[config.mk]
export PLATFORM = sky130hd
export DESIGN_NAME = alu8_core
export DESIGN_NICKNAME = d
export VERILOG_FILES = /design/src/rtl/alu8_pkg.sv /design/src/rtl/alu8_nibble_add.sv /design/src/rtl/alu8_ctrl.sv /design/src/rtl/alu8_datapath.sv /design/src/rtl/alu8_core.sv
export SDC_FILE = /design/constraint.sdc
export NUM_CORES = 1
export LEC_CHECK = 0
export BUFFER_PORTS_ARGS = -buffer_cell sky130_fd_sc_hd__buf_2
export CORE_MARGIN = 2
export CORE_UTILIZATION = 53
export CTS_BUF_LIST = sky130_fd_sc_hd__clkbuf_8
export CTS_CLUSTER_DIAMETER = 200
export CTS_CLUSTER_SIZE = 30
export DETAILED_ROUTE_END_ITERATION = 7
export PLACE_DENSITY = 0.94
export RECOVER_POWER = 100
export SLEW_MARGIN = 0
export SYNTH_ARGS = -nofsm -noshare
export SYNTH_HDL_FRONTEND = slang
export SYNTH_HIERARCHICAL = 1
export SYNTH_SLANG_ARGS = --single-unit
[constraint.sdc]
create_clock -name clk -period 9.67 [get_ports clk]
set_input_delay 1.4505 -clock clk [delete_from_list [all_inputs] [get_ports clk]]
set_output_delay 1.4505 -clock clk [all_outputs]
set_load 0.005 [all_outputs]
[src/rtl/alu8_pkg.sv]
// Shared types for the accumulator ALU.
// Assumes an 8-bit flag byte with the four flags in the upper nibble.
package alu8_pkg;

    typedef enum logic [2:0] {
        OP_ADD  = 3'd0,
        OP_ADC  = 3'd1,
        OP_SUB  = 3'd2,
        OP_SBC  = 3'd3,
        OP_CMP  = 3'd4,
        OP_INC  = 3'd5,
        OP_DEC  = 3'd6,
        OP_HOLD = 3'd7
    } alu_op_e;

    localparam int FLAG_W     = 8;
    localparam int FLAG_Z_BIT = 7;
    localparam int FLAG_N_BIT = 6;
    localparam int FLAG_H_BIT = 5;
    localparam int FLAG_C_BIT = 4;

    typedef struct packed {
        logic       z;
        logic       n;
        logic       h;
        logic       c;
        logic [3:0] zero_lo;
    } alu_flags_t;

endpackage

[src/rtl/alu8_nibble_add.sv]
// One slice of the ALU adder chain: W-bit add with carry in and out.
// Assumes nothing beyond the operands being plain unsigned values.
module alu8_nibble_add #(
    parameter int W = 4
) (
    input  logic [W-1:0] a_i,
    input  logic [W-1:0] b_i,
    input  logic         cin_i,
    output logic [W-1:0] sum_o,
    output logic         cout_o
);

    // Slice sum including the chained carry.
    assign {cout_o, sum_o} = {1'b0, a_i} + {1'b0, b_i} + {{W{1'b0}}, cin_i};

endmodule

[src/rtl/alu8_ctrl.sv]
// Operation decoder: turns an operation code and the incoming carry into
// adder controls and flag policy.
// Assumes subtraction is done as A + ~B + ~borrow on the shared adder.
module alu8_ctrl
    import alu8_pkg::*;
(
    input  alu_op_e op_i,
    input  logic    carry_i,
    output logic    use_one_o,
    output logic    invert_o,
    output logic    cin_o,
    output logic    write_o,
    output logic    n_flag_o,
    output logic    keep_c_o,
    output logic    hold_o
);

    // Per-operation control table.
    always_comb begin
        use_one_o = 1'b0;
        invert_o  = 1'b0;
        cin_o     = 1'b0;
        write_o   = 1'b1;
        n_flag_o  = 1'b0;
        keep_c_o  = 1'b0;
        hold_o    = 1'b0;
        unique case (op_i)
            OP_ADD: ;
            OP_ADC: cin_o = carry_i;
            OP_SUB: begin
                invert_o = 1'b1;
                cin_o    = 1'b1;
                n_flag_o = 1'b1;
            end
            OP_SBC: begin
                invert_o = 1'b1;
                cin_o    = ~carry_i;
                n_flag_o = 1'b1;
            end
            OP_CMP: begin
                invert_o = 1'b1;
                cin_o    = 1'b1;
                n_flag_o = 1'b1;
                write_o  = 1'b0;
            end
            OP_INC: begin
                use_one_o = 1'b1;
                keep_c_o  = 1'b1;
            end
            OP_DEC: begin
                use_one_o = 1'b1;
                invert_o  = 1'b1;
                cin_o     = 1'b1;
                n_flag_o  = 1'b1;
                keep_c_o  = 1'b1;
            end
            OP_HOLD: begin
                write_o = 1'b0;
                hold_o  = 1'b1;
            end
            default: ;
        endcase
    end

endmodule

[src/rtl/alu8_datapath.sv]
// Shared adder chain built from nibble slices. Reports the carry out of
// the lowest slice (half) and out of the top slice (full), both already
// turned into borrows when the operand is inverted.
// Assumes DATA_W is a whole multiple of NIB_W.
module alu8_datapath #(
    parameter int DATA_W = 8,
    parameter int NIB_W  = 4
) (
    input  logic [DATA_W-1:0] a_i,
    input  logic [DATA_W-1:0] b_i,
    input  logic              invert_i,
    input  logic              cin_i,
    output logic [DATA_W-1:0] sum_o,
    output logic              half_o,
    output logic              full_o
);

    localparam int NUM_SL = DATA_W / NIB_W;

    logic [DATA_W-1:0] b_eff;
    logic [NUM_SL:0]   carry;

    // Operand inversion for subtract-type operations.
    assign b_eff    = b_i ^ {DATA_W{invert_i}};
    assign carry[0] = cin_i;

    for (genvar g = 0; g < NUM_SL; g++) begin : g_slice
        alu8_nibble_add #(.W(NIB_W)) u_slice (
            .a_i    (a_i[g*NIB_W +: NIB_W]),
            .b_i    (b_eff[g*NIB_W +: NIB_W]),
            .cin_i  (carry[g]),
            .sum_o  (sum_o[g*NIB_W +: NIB_W]),
            .cout_o (carry[g+1])
        );
    end

    // A missing carry in subtract mode is a borrow.
    assign half_o = carry[1] ^ invert_i;
    assign full_o = carry[NUM_SL] ^ invert_i;

endmodule

[src/rtl/alu8_core.sv]
// Top of the accumulator ALU: decodes the operation, runs the shared
// adder chain, builds the flag byte and registers everything on a
// valid strobe.
// Assumes the caller holds inputs stable around the strobed clock edge.
module alu8_core
    import alu8_pkg::*;
#(
    parameter int DATA_W     = 8,
    parameter int NIB_W      = 4,
    parameter int CYC_W      = 4,
    parameter int REG_CYCLES = 4,
    parameter int MEM_CYCLES = 8
) (
    input  logic              clk,
    input  logic              rst_n,
    input  logic              valid_i,
    input  logic [2:0]        op_i,
    input  logic [DATA_W-1:0] acc_i,
    input  logic [DATA_W-1:0] opnd_i,
    input  logic [7:0]        flags_i,
    input  logic              src_mem_i,
    output logic [DATA_W-1:0] result_o,
    output logic              acc_we_o,
    output logic [7:0]        flags_o,
    output logic [CYC_W-1:0]  cycles_o
);

    localparam logic [DATA_W-1:0] ONE = {{(DATA_W-1){1'b0}}, 1'b1};

    alu_op_e           op;
    logic              use_one, invert, cin, write, n_flag, keep_c, hold;
    logic [DATA_W-1:0] operand, sum;
    logic              half, full;
    alu_flags_t        nxt_flags;
    logic [DATA_W-1:0] nxt_result;
    logic [CYC_W-1:0]  nxt_cycles;
    logic              unused_flag_lo;

    assign op             = alu_op_e'(op_i);
    assign unused_flag_lo = ^flags_i[3:0];

    alu8_ctrl u_ctrl (
        .op_i      (op),
        .carry_i   (flags_i[FLAG_C_BIT]),
        .use_one_o (use_one),
        .invert_o  (invert),
        .cin_o     (cin),
        .write_o   (write),
        .n_flag_o  (n_flag),
        .keep_c_o  (keep_c),
        .hold_o    (hold)
    );

    // Select the constant one for increment and decrement.
    assign operand = use_one ? ONE : opnd_i;

    alu8_datapath #(.DATA_W(DATA_W), .NIB_W(NIB_W)) u_dp (
        .a_i      (acc_i),
        .b_i      (operand),
        .invert_i (invert),
        .cin_i    (cin),
        .sum_o    (sum),
        .half_o   (half),
        .full_o   (full)
    );

    // Assemble the next result, flag byte and cycle cost.
    always_comb begin
        nxt_flags.zero_lo = 4'b0000;
        if (hold) begin
            nxt_result  = acc_i;
            nxt_flags.z = flags_i[FLAG_Z_BIT];
            nxt_flags.n = flags_i[FLAG_N_BIT];
            nxt_flags.h = flags_i[FLAG_H_BIT];
            nxt_flags.c = flags_i[FLAG_C_BIT];
        end else begin
            nxt_result  = sum;
            nxt_flags.z = (sum == '0);
            nxt_flags.n = n_flag;
            nxt_flags.h = half;
            nxt_flags.c = keep_c ? flags_i[FLAG_C_BIT] : full;
        end
        nxt_cycles = src_mem_i ? CYC_W'(MEM_CYCLES) : CYC_W'(REG_CYCLES);
    end

    // Output registers, loaded only on a strobe.
    always_ff @(posedge clk) begin
        if (!rst_n) begin
            result_o <= '0;
            flags_o  <= '0;
            acc_we_o <= 1'b0;
            cycles_o <= '0;
        end else begin
            acc_we_o <= valid_i & write;
            if (valid_i) begin
                result_o <= nxt_result;
                flags_o  <= nxt_flags;
                cycles_o <= nxt_cycles;
            end
        end
    end

endmodule

* Word-level counts from Yosys, hierarchy flattened
Index checks and enable logic that the tools add are counted.
** Cells by class
- Equality and inequality tests :: 7
- Add/sub/neg operators :: 4
- Multiplexer cells :: 10
- Multiply operators :: 0
- Reduce and logical (&&, ||, !) cells :: 5
- Shift operators :: 0
- Magnitude comparators :: 0
- Div/mod/pow operators :: 0
- Bitwise gates (word level) :: 5
** Operator list (number)
- 2-to-1 mux 8 bit :: 2
- equality test 3 bit, second input constant :: 4
- adder 4 x 4 -> 5 bit :: 2
- adder 5 x 1 -> 5 bit :: 2
- logical NOT 8 bit :: 1
- 2-to-1 mux 4 bit :: 2
- XOR 8 bit :: 1
- equality test 3 x 2 -> 1 bit, second input constant :: 2
- 2-to-1 mux 1 bit :: 5
- OR reduction 2 bit :: 2
- OR reduction 4 bit :: 1
- equality test 3 x 1 -> 1 bit, second input constant :: 1
- case mux 1 bit (3 select lines) :: 1
- OR reduction 3 bit :: 1
- XOR 1 bit :: 2
- bitwise AND 1 bit :: 1
- NOT 1 bit :: 1
** Word-level totals
- Memory bits (writable) :: 0
- Memory bits (read-only) :: 0
- Output and inout bits :: 21
- Memories :: 0
- Latch bits :: 0
- Logic and storage cells :: 35
- Input port bits :: 31
- Bits in registers :: 17

* Depth between registers and ports, before layout
Gate-level depths: netlist (run 1).
- Word-level depth :: 11
- Depth in mapped cells :: 20
- Mapped depth without buffers :: 19

* Hierarchy
The synthesis (run 1) kept the hierarchy.
** By module, submodules not included
- alu8_core :: area each 768.2 um^2, cells an instance 81, seq. area each 300.3 um^2, instances 1
- alu8_nibble_add :: area each 143.9 um^2, cells an instance 16, seq. area each 0.0 um^2, instances 2
- alu8_datapath :: area each 98.8 um^2, cells an instance 11, seq. area each 0.0 um^2, instances 1
- alu8_ctrl :: area each 75.1 um^2, cells an instance 12, seq. area each 0.0 um^2, instances 1

* Worst setup path before layout (run 1)
Ideal clock, no wire load.
- Path kind :: input-to-reg
- Start :: input port op_i[1]
- End :: register flags_o[4]
- Arrival time :: 4.498 ns
- Library setup time :: 0.121 ns
- Required time :: 9.549 ns
- Stages :: 20
- Path buffers :: 1
- Setup slack :: 5.051 ns
- Path through :: xor2_1 > and2_1 > buf_4 > or2_2 > xor2_1 > fa_1 > inv_1 > fa_1 > nor2b_1 > o21ai_0 > nand2b_1 > fa_1 > inv_1 > fa_1 > nor2b_1 > o21ai_0 > nand2b_1 > xor2_1 > mux2i_1 > a21oi_1
** Between the ends
- Word-level cells in the longest chain between the ends :: 11
- Elaborated cells between the ends (all ways) :: 23
- Those cells by class :: 4 x add/sub; 7 x eq/ne; 7 x mux; 2 x bitwise; 3 x reduce/logical
** Ends and longest elaborated chain
- start, declared :: line alu8_core.sv:17 : input logic [2:0] op_i,
- equality test 3 bit :: line alu8_ctrl.sv:27 : unique case (op_i)
- OR reduction 2 bit (no source line) (*)
- 2-to-1 mux 1 bit (*) :: line alu8_ctrl.sv:27
- named net keep_c :: line alu8_core.sv:31 : logic use_one, invert, cin, write, n_flag, keep_c, hold;
- 2-to-1 mux 8 bit (*) :: line alu8_core.sv:55 : assign operand = use_one ? ONE : opnd_i;
- named net operand[0] :: line alu8_core.sv:32 : logic [DATA_W-1:0] operand, sum;
- XOR 8 bit (*) :: line alu8_datapath.sv:24 : assign b_eff = b_i ^ {DATA_W{invert_i}};
- named net u_dp.b_eff[0] :: line alu8_datapath.sv:20 : logic [DATA_W-1:0] b_eff;
- adder 4 x 4 -> 5 bit (*) :: line alu8_nibble_add.sv:14 : assign {cout_o, sum_o} = {1'b0, a_i} + {1'b0, b_i} + {{W{1'b0}}, cin_i};
- adder 5 x 1 -> 5 bit (*) :: line alu8_nibble_add.sv:14
- named net u_dp.carry[1] :: line alu8_datapath.sv:21 : logic [NUM_SL:0] carry;
- adder 5 x 1 -> 5 bit (*) :: line alu8_nibble_add.sv:14
- named net u_dp.carry[2] :: line alu8_datapath.sv:21
- XOR 1 bit (*) :: line alu8_datapath.sv:39 : assign full_o = carry[NUM_SL] ^ invert_i;
- named net full :: line alu8_core.sv:33 : logic half, full;
- 2-to-1 mux 1 bit (*) :: line alu8_core.sv:81 : nxt_flags.c = keep_c ? flags_i[FLAG_C_BIT] : full;
- 2-to-1 mux 4 bit (*) :: line alu8_core.sv:70 : if (hold) begin
- end signal, assigned :: line alu8_core.sv:97 : flags_o <= nxt_flags;
- end, declared :: line alu8_core.sv:24 : output logic [7:0] flags_o,
Mark *: on every way through the listed nets, which the timed path passes. The rest lies on a longest branch.
A chain may end at the register's enable or synchronous reset.

* Worst setup path in the final report (run 1)
Ends and elaborated chain as after synthesis.

==> results of run 1 <==
==> logic make-up (layout without fill, tap and decap cells) <==
kind of cell / Yosys count / after routing
flip-flops: 15 / 15
multiplexers: 13 / 13
XOR/XNOR: 15 / 15
AND/OR/NAND/NOR: 35 / 35
adder cells (fa/ha/maj): 10 / 10
other: 1 / 6
AO/OA/AOI/OAI: 23 / 23
buffers and inverters: 24 / 56
==> layout by cell type (no fill, tap or decap), types with 2 or more instances in the layout <==
| master | Yosys | final |
|---|---|---|
| a21oi_1 | 2 | 4 |
| ha_1 | 6 | 6 |
| xnor2_1 | 4 | 4 |
| a21o_1 | 3 | 3 |
| nor2b_1 | 10 | 10 |
| nand2_1 | 12 | 12 |
| nand2b_1 | 2 | 2 |
| mux2i_1 | 13 | 13 |
| nor4_1 | 2 | 2 |
| inv_1 | 10 | 10 |
| nor2_1 | 2 | 2 |
| o211a_1 | 10 | 10 |
| clkbuf_1 | 1 | 9 |
| o21ai_0 | 4 | 4 |
| xor2_1 | 11 | 11 |
| conb_1 | 1 | 6 |
| dfxtp_1 | 15 | 15 |
| buf_2 | 3 | 32 |
| fa_1 | 4 | 4 |
| clkbuf_8 | 0 | 3 |
==> cell usage after synthesis, drive strengths merged <==
cell / count
fa: 4
and2: 2
nor2: 2
mux2i: 13
a22oi: 1
a21oi: 4
o211a: 10
clkbuf: 1
nand2b: 2
a31oi: 1
inv: 10
nand3b: 1
ha: 6
nor4: 2
or2: 2
a21o: 3
nand2: 12
and3: 2
o21ai: 4
xor2: 11
nor2b: 10
buf: 13
xnor2: 4
dfxtp: 15
conb: 1
==> flip-flops by register name (all words and copies together), names as in the netlist <==
register,count
result_o,8
acc_we_o,1
flags_o,4
cycles_o,2
==> cell type report <==
class / instances / area [um2] / area share [%]
tap: 28 / 35.0 / 2.46
sequential: 15 / 300 / 21.1
clock buffer: 3 / 41.3 / 2.90
timing repair buffer: 42 / 201 / 14.2
clock inverter: 1 / 5.00 / 0.352
inverter: 10 / 37.5 / 2.64
multi-input combinational: 102 / 802 / 56.4
==> layer usage <==
metal / global-route usage [%] / up-vias / wire (um) / part of all wire [%]
met5: 0 / - / 0 / 0
met3: 5.43 / 8 / 174 / 6.8
li1: - / 516 / - / -
met1: 21.6 / 473 / 1010 / 40
met2: 38.4 / 40 / 1310 / 52
met4: 7.26 / 0 / 47 / 1.8
==> metrics by stage <==
step,util (%),cells
4_1_cts,65.2,201
3_3_place_gp,63.1,197
3_5_place_dp,63.1,197
6_report,64.3,201
2_1_floorplan,-,141
5_1_grt,64.3,201
==> worst max-delay path: cells and delay by family <==
kind                       cells  cell delay [ns]
muxes                          1             0.14
adders and majority gates      4             1.27
AOI/OAI and AO/OA              3             0.42
buffers and inverters          3             0.31
xor gates and xnor gates       3             0.48
and+or+nand+nor                6             1.06
==> final timing paths <==
kind | endpoint | slack (ns) | cells after the start
worst max-delay path | flags_o[4]$_SDFFE_PN0P_ | 4.65 | 20
worst min-delay path | flags_o[5]$_SDFFE_PN0P_ | 0.48 | 1
worst max register to register | cycles_o[2]$_SDFFE_PN0P_ | 8.97 | 3
worst min register to register | flags_o[5]$_SDFFE_PN0P_ | 0.48 | 1
==> power by group <==
part           switching, mW  internal [mW]  total [mW]
clock                 0.0218         0.0285      0.0504
combinational         0.0471         0.0424      0.0895
sequential           0.00335         0.0686      0.0720
total                 0.0723          0.140       0.212
==> results.json, run 1 <==
{
  "status": "complete, no violations",
  "clk_pin_slew_worst_paths_ns": 0.06,
  "cap_violations": 0,
  "synth_top_area_share_pct": 24.4,
  "fin_skew_ns": 0,
  "yosys_warnings": 6,
  "placed_cell_area_um2": 1400,
  "setup_tns_ns": 0,
  "vias": 1037,
  "syn_to_final_growth_pct": 15.7,
  "leakagePower_nw": 0.762,
  "hold_path.class": "reg2reg",
  "cts_made_buffers": 3,
  "grt_antenna_before_repair": 0,
  "syn_avg_cell_area_um2": 9.04,
  "synth.area.mux_share_pct": 10.6,
  "grt.total_usage_pct": 20.4,
  "slew_viol_final": 0,
  "wl_per_cell_um": 12.6,
  "grt_first_pass_wirelength_um": 4100,
  "rsz0062_at_grt": "false",
  "layout-drive-gt1-share_pct": 22.5,
  "crit_top_cell": "fa_1",
  "core_um2": 2210,
  "clk_latency_ns": 0.25,
  "drt_first_pass_iters": 4,
  "yosysSeqAreaShare_pct": 24.4,
  "crit_path_end_kind": "register",
  "synth_top_cell_by_area": "dfxtp_1",
  "cpPeakStageDelay_ns": 0.42,
  "startpoint": "op_i[1]",
  "cts_setup_buffers": 0,
  "cts_resized": 0,
  "p_per_area_nw_per_um2": 149,
  "tightest_slew_ns": 1.01,
  "synth_seq_cells": 15,
  "ir_drop_uv": 115,
  "cp_max_fo": 9,
  "hp-start": "flags_o[5]$_SDFFE_PN0P_",
  "htree_levels": 1,
  "period_needed_ns": 5.02,
  "fin_crit_sh_pct": 51.9,
  "crit_path_top_delay_cell": "fa_1",
  "worstReg2RegStart": "cycles_o[2]$_SDFFE_PN0P_",
  "required_ns": 9.76,
  "die_w_um": 52.2,
  "pre_cts_ws_ns": 4.54,
  "synth_compound_area_share_pct": 15.0,
  "netlist_area_um2": 1230,
  "whs_ns": 0.479,
  "ys_types": 30,
  "grt-ovfl-total": 0,
  "boundaryPins": 52,
  "n_fill_cell": 213,
  "dieArea_um2": 2720,
  "max_freq_ghz": 0.199,
  "holdBufCountCts": 0,
  "finalNetCount": 215,
  "drc": 0,
  "synth_top_family_by_area": "simple AND/OR/NAND/NOR gates",
  "path_cells": "clkbuf_1 > xor2_1 > and2_0 > or2_2 > xor2_1 > fa_1 > inv_1 > fa_1 > nor2b_1 > o21ai_0 > nand2b_1 > fa_1 > inv_1 > fa_1 > nor2b_1 > o21ai_0 > nand2b_1 > xor2_1 > mux2i_1 > a21oi_1",
  "gp_congestion": 0.849,
  "hpwlAfterDp_um": 2100,
  "cp-start-kind": "primary input",
  "maxSlewHeadroom_pct": 32.4,
  "power.total_mw": 0.212,
  "fin_ws_ns": 4.65,
  "crit_type": "in2reg",
  "routed_wirelength_um": 2540,
  "synth_xor_area_share_pct": 10.7,
  "clockRootBuffer": "clkbuf_8",
  "synthAdderAreaFrac_pct": 12.6,
  "viasPerCell": 5.16,
  "grt_max_degree": 28,
  "synth_simple_gate_area_share_pct": 15.2,
  "antennaDiodeCount": 0,
  "clock_sinks": 15,
  "tritoncts": "built",
  "report.final.hold_viol_count": 0,
  "clockBufferDepth": 2,
  "start_util_pct": 55.6,
  "finalSetupViolCount": 0,
  "synthCells": 136,
  "num_rows": 17,
  "die_h_um": 52.2,
  "post-route-cell-area_um2": 1420,
  "grt_pass1_vias": 1040,
  "port_buffers": 41,
  "route.antenna.remaining_nets": 0,
  "crit_arrival_ns": 5.11,
  "yosys-top-cells-area": "dfxtp_1, mux2i_1, o211a_1, xor2_1, fa_1",
  "drt_iter0_drc": 12
}
Note: power is estimated with default switching activity, not from simulation.
==> inputs of run 2 (changes only) <==
CORE_UTILIZATION = 49   (was 53)
PLACE_DENSITY = 0.89   (was 0.94)
clock period = 4.74 ns   (was 9.67 ns; I/O delays follow)
==> run 2 against run 1 <==
Against the previous run:
- global-route usage shrank 0.56 points
- register-to-register slack got worse by 4.9 ns
- count of clock-buffer cells in the layout unchanged
- wire length grew 2.2%
- setup slack got worse by 4.1 ns
- largest cell class unchanged
==> results.json, run 2 (same netlist as run 1, synthesis figures left out) <==
{
  "cp_max_fo": 9,
  "rsz0062_at_grt": "false",
  "crit_top_cell": "fa_1",
  "cts_made_buffers": 3,
  "ir_drop_uv": 218,
  "drc": 0,
  "cts_setup_buffers": 0,
  "grt-ovfl-total": 0,
  "grt.total_usage_pct": 19.9,
  "holdBufCountCts": 0,
  "die_w_um": 54.1,
  "vias": 1028,
  "slew_viol_final": 0,
  "tritoncts": "built",
  "syn_to_final_growth_pct": 15.4,
  "fin_util_pct": 58.3,
  "port_buffers": 41,
  "layout-drive-gt1-share_pct": 19.7,
  "reg_top3": "result_o: 8 flops, flags_o: 4 flops, cycles_o: 2 flops",
  "tightest_slew_ns": 1.04,
  "drt_iter0_drc": 8,
  "drt_first_pass_iters": 4,
  "dieArea_um2": 2930,
  "finalSetupViolCount": 0,
  "path_delay_family": "adder cells",
  "start_util_pct": 50.6,
  "status": "complete, no violations",
  "layout_common_cells": "buf_2, dfxtp_1, mux2i_1, clkbuf_1, nand2_1",
  "required_ns": 4.82,
  "hpwlAfterDp_um": 2070,
  "grt_antenna_before_repair": 0,
  "setup_tns_ns": 0,
  "gp_congestion": 0.837,
  "clk_latency_ns": 0.24,
  "htree_levels": 1,
  "routed_wirelength_um": 2600,
  "path_cells": "clkbuf_1 > xor2_1 > and2_0 > or2_2 > xor2_1 > fa_1 > inv_1 > fa_1 > nor2b_1 > o21ai_0 > nand2b_1 > fa_1 > inv_1 > fa_1 > nor2b_1 > o21ai_0 > nand2b_1 > xor2_1 > mux2i_1 > a21oi_1",
  "cpPeakStageDelay_ns": 0.43,
  "fin_skew_ns": 0,
  "crit_path_top_delay_cell": "fa_1",
  "report.final.hold_viol_count": 0,
  "placed_cell_area_um2": 1400,
  "boundaryPins": 52,
  "clock_sinks": 15,
  "route.antenna.remaining_nets": 0,
  "grt_first_pass_wirelength_um": 4230,
  "timing.critical_path.buf_inv": 3,
  "top_register": "result_o",
  "crit_type": "in2reg",
  "clockBufferDepth": 2,
  "cap_violations": 0,
  "hold_path.class": "reg2reg",
  "viasPerCell": 5.06,
  "crit_arrival_ns": 4.29,
  "grt_pass1_vias": 1062,
  "cts_resized": 0,
  "num_rows": 18,
  "post-route-cell-area_um2": 1420,
  "antennaDiodeCount": 0,
  "wl_per_cell_um": 12.8,
  "cp-start-kind": "primary input",
  "crit_path_end_kind": "register",
  "fin_crit_sh_pct": 88.8,
  "p_per_area_nw_per_um2": 303,
  "finalNetCount": 215,
  "leakagePower_nw": 0.747,
  "final_common_cell": "buf_2",
  "clk_pin_slew_worst_paths_ns": 0.06,
  "largest_reg_flops": 8,
  "core_um2": 2430,
  "clockRootBuffer": "clkbuf_8",
  "maxSlewHeadroom_pct": 30.5,
  "max_freq_ghz": 0.238,
  "power.total_mw": 0.430,
  "grt_max_degree": 28,
  "period_needed_ns": 4.21,
  "die_h_um": 54.1
}
[run 2: cell types whose count changed in the layout (fill, tap and decap cells not counted)]
cell,before,now
and3_1,1,2
and3_2,1,0
buf_2,32,28
clkbuf_1,9,13
[run 2: metal layers]
metal | wire length, um | share of wire, % | GRT usage, % | vias up
li1 | - | - | - | 516
met3 | 169 | 6.5 | 4.44 | 0
met4 | 0 | 0 | 3.75 | 0
met5 | 0 | 0 | 0 | -
met1 | 1080 | 42 | 19.3 | 475
met2 | 1350 | 52 | 41.7 | 37
[run 2: worst register-to-register path, delay by kind of cell, from the launching register on]
kind	cells	cell delay [ns]
buf+inv	1	0.05
simple gates	1	0.19
mux	1	0.05
flops	1	0.31
[run 2: where the power goes]
group,total [mW],leakage (nW),internal (mW),switching [mW]
clock,0.102,0.0255,0.0581,0.0437
sequential,0.147,0.125,0.140,0.00662
combinational,0.182,0.597,0.0854,0.0962
[run 2: through the flow]
| stage | hold WS (ns) | std cells | worst slack (ns) |
|---|---|---|---|
| finish | 0.483 | 203 | 0.531 |
| global route | 0.499 | 203 | 0.283 |
| CTS | 0.482 | 203 | 0.692 |
| detailed placement | 0.467 | 199 | 0.433 |
| global placement | 0.461 | 199 | 0.555 |
| floorplan | 0.477 | 141 | 0.861 |
[run 2: area by class of cell]
type	instances	area [um2]
fill	239	1010
multi-input combinational	102	801
tap	30	37.5
sequential	15	300
timing repair buffer	42	196
clock inverter	1	5.00
clock buffer	3	41.3
inverter	10	37.5
[run 2: final timing paths]
kind | start | cells past startpoint | endpoint | slack [ns]
worst max-delay path | op_i[1] | 20 | flags_o[4]$_SDFFE_PN0P_ | 0.53
worst min register to register | result_o[7]$_SDFFE_PN0P_ | 1 | result_o[7]$_SDFFE_PN0P_ | 0.48
worst min-delay path | result_o[7]$_SDFFE_PN0P_ | 1 | result_o[7]$_SDFFE_PN0P_ | 0.48
worst max register to register | cycles_o[2]$_SDFFE_PN0P_ | 3 | cycles_o[2]$_SDFFE_PN0P_ | 4.03
==> inputs of run 3 (changes only) <==
CORE_MARGIN = 1.5   (was 2)
==> run 3 against run 2 <==
Against the previous run:
- count of clock-buffer cells in the layout unchanged
- final cell count decreased by 0.99%
- die area fell by 3.7%
- setup slack better by 0.030 ns
- via count down 1.8%
- critical path depth stayed put
- largest power group unchanged
==> results.json, run 3 (same netlist as run 1, synthesis figures left out) <==
{
  "fin_crit_sh_pct": 88.2,
  "r2r-end": "flags_o[4]$_SDFFE_PN0P_",
  "clk_latency_ns": 0.24,
  "start_util_pct": 53.5,
  "crit_path_top_delay_cell": "fa_1",
  "timing.critical_path.buf_inv": 3,
  "routed_wirelength_um": 2400,
  "tritoncts": "built",
  "power_switching_mw": 0.141,
  "layout-drive-gt1-share_pct": 22.0,
  "whs_ns": 0.476,
  "ir_drop_uv": 320,
  "gp_congestion": 0.817,
  "period_needed_ns": 4.18,
  "comb_power_share_pct": 42.5,
  "cell_internal_pwr_mw": 0.283,
  "clk_pin_slew_worst_paths_ns": 0.06,
  "syn_to_final_growth_pct": 15.6,
  "status": "complete, no violations",
  "grt_max_degree": 28,
  "layout_common_cells": "buf_2, dfxtp_1, mux2i_1",
  "clock_sinks": 15,
  "vias": 1010,
  "clockRootBuffer": "clkbuf_8",
  "crit_arrival_ns": 4.26,
  "crit_path_end_kind": "register",
  "grt_first_pass_wirelength_um": 3880,
  "crit_top_cell": "fa_1",
  "viasPerCell": 5.02,
  "worstReg2RegStart": "flags_o[4]$_SDFFE_PN0P_",
  "slew_viol_final": 0,
  "drt_iter0_drc": 11,
  "grt-ovfl-total": 0,
  "report.final.hold_viol_count": 0,
  "drt_first_pass_iters": 4,
  "max_freq_ghz": 0.239,
  "ff2ff_path_depth": 2,
  "cp_max_fo": 9,
  "cp-start-kind": "primary input",
  "cap_violations": 0,
  "dieArea_um2": 2820,
  "p_per_area_nw_per_um2": 298,
  "wl_per_cell_um": 11.9,
  "hp-start": "result_o[1]$_SDFFE_PN0P_",
  "core_um2": 2300,
  "tightest_slew_ns": 1.05,
  "hold_path.class": "reg2reg",
  "num_rows": 17,
  "finalNetCount": 215,
  "min_to": "result_o[1]$_SDFFE_PN0P_",
  "largest_reg_flops": 8,
  "route.antenna.remaining_nets": 0,
  "required_ns": 4.82,
  "final_common_cell": "buf_2",
  "path_delay_family": "adder cells",
  "port_buffers": 41,
  "fin_skew_ns": 0,
  "holdPathStages": 1,
  "holdBufCountCts": 0,
  "boundaryPins": 52,
  "finalSetupViolCount": 0,
  "crit_type": "in2reg",
  "clockBufferDepth": 2,
  "cts_resized": 0,
  "top_register": "result_o",
  "antennaDiodeCount": 0,
  "maxSlewHeadroom_pct": 29.9,
  "drc": 0,
  "die_h_um": 53.1,
  "p_sw_share_pct": 33.2,
  "startpoint": "op_i[1]",
  "htree_levels": 1,
  "reg_top3": "result_o: 8 flops, flags_o: 4 flops, cycles_o: 2 flops",
  "p_seq_share_pct": 34.5,
  "grt_antenna_before_repair": 0,
  "r2r_slack_ns": 4.04,
  "cpPeakStageDelay_ns": 0.45,
  "grt.total_usage_pct": 18.9,
  "rsz0062_at_grt": "false",
  "path_cells": "clkbuf_1 > xor2_1 > and2_0 > or2_2 > xor2_1 > fa_1 > inv_1 > fa_1 > nor2b_1 > o21ai_0 > nand2b_1 > fa_1 > inv_1 > fa_1 > nor2b_1 > o21ai_0 > nand2b_1 > xor2_1 > mux2i_1 > a21oi_1",
  "cts_setup_buffers": 0,
  "clockPowerShare_pct": 23.0,
  "setup_tns_ns": 0,
  "leakagePower_nw": 0.763,
  "die_w_um": 53.1,
  "grt_pass1_vias": 983,
  "power.total_mw": 0.424,
  "cts_made_buffers": 3,
  "hpwlAfterDp_um": 2010
}
==> run 3: how the worst max path moves through the flow <==
stage                              endpoint  cells past startpoint  slack (ns)
floorplan           flags_o[4]$_SDFFE_PN0P_                     20        0.86
global placement    flags_o[4]$_SDFFE_PN0P_                     20        0.53
detailed placement  flags_o[7]$_SDFFE_PN0P_                     18        0.43
CTS                 flags_o[7]$_SDFFE_PN0P_                     18        0.67
global route        flags_o[7]$_SDFFE_PN0P_                     18        0.19
finish              flags_o[4]$_SDFFE_PN0P_                     20        0.56
==> run 3: layout make-up <==
class	instances	area, um2
fillers	220	876
flip-flops and latches	15	300
repair buffers	42	201
inverters	10	37.5
well taps	28	35.0
clock buffers	3	41.3
multi-input cells	102	802
clock inverters	1	3.75
==> run 3: routing by layer <==
layer	vias up	GRT usage [%]	share of wire, %
met2	39	36.0	49
met5	-	0	0
met1	455	20.4	43
met3	2	5.37	6.7
met4	0	3.85	0.42
li1	514	-	-
==> run 3: power groups by stage <==
stage / Clock (mW) / Combinational, mW / Sequential [mW]
5_1_grt: 0.105 / 0.205 / 0.148
2_1_floorplan: 0 / 0.137 / 0.150
3_3_place_gp: 0 / 0.175 / 0.149
3_5_place_dp: 0 / 0.185 / 0.149
6_report: 0.0975 / 0.180 / 0.146
4_1_cts: 0.100 / 0.186 / 0.146
==> run 3: metrics by stage <==
step / util (%) / instance area [um2] / instances / setup slack [ns]
2_1_floorplan: - / 1250 / 141 / 0.861
3_3_place_gp: 60.7 / 1400 / 197 / 0.531
3_5_place_dp: 60.7 / 1400 / 197 / 0.427
4_1_cts: 62.7 / 1440 / 201 / 0.668
5_1_grt: 61.9 / 1420 / 201 / 0.194
6_report: 61.9 / 1420 / 201 / 0.561
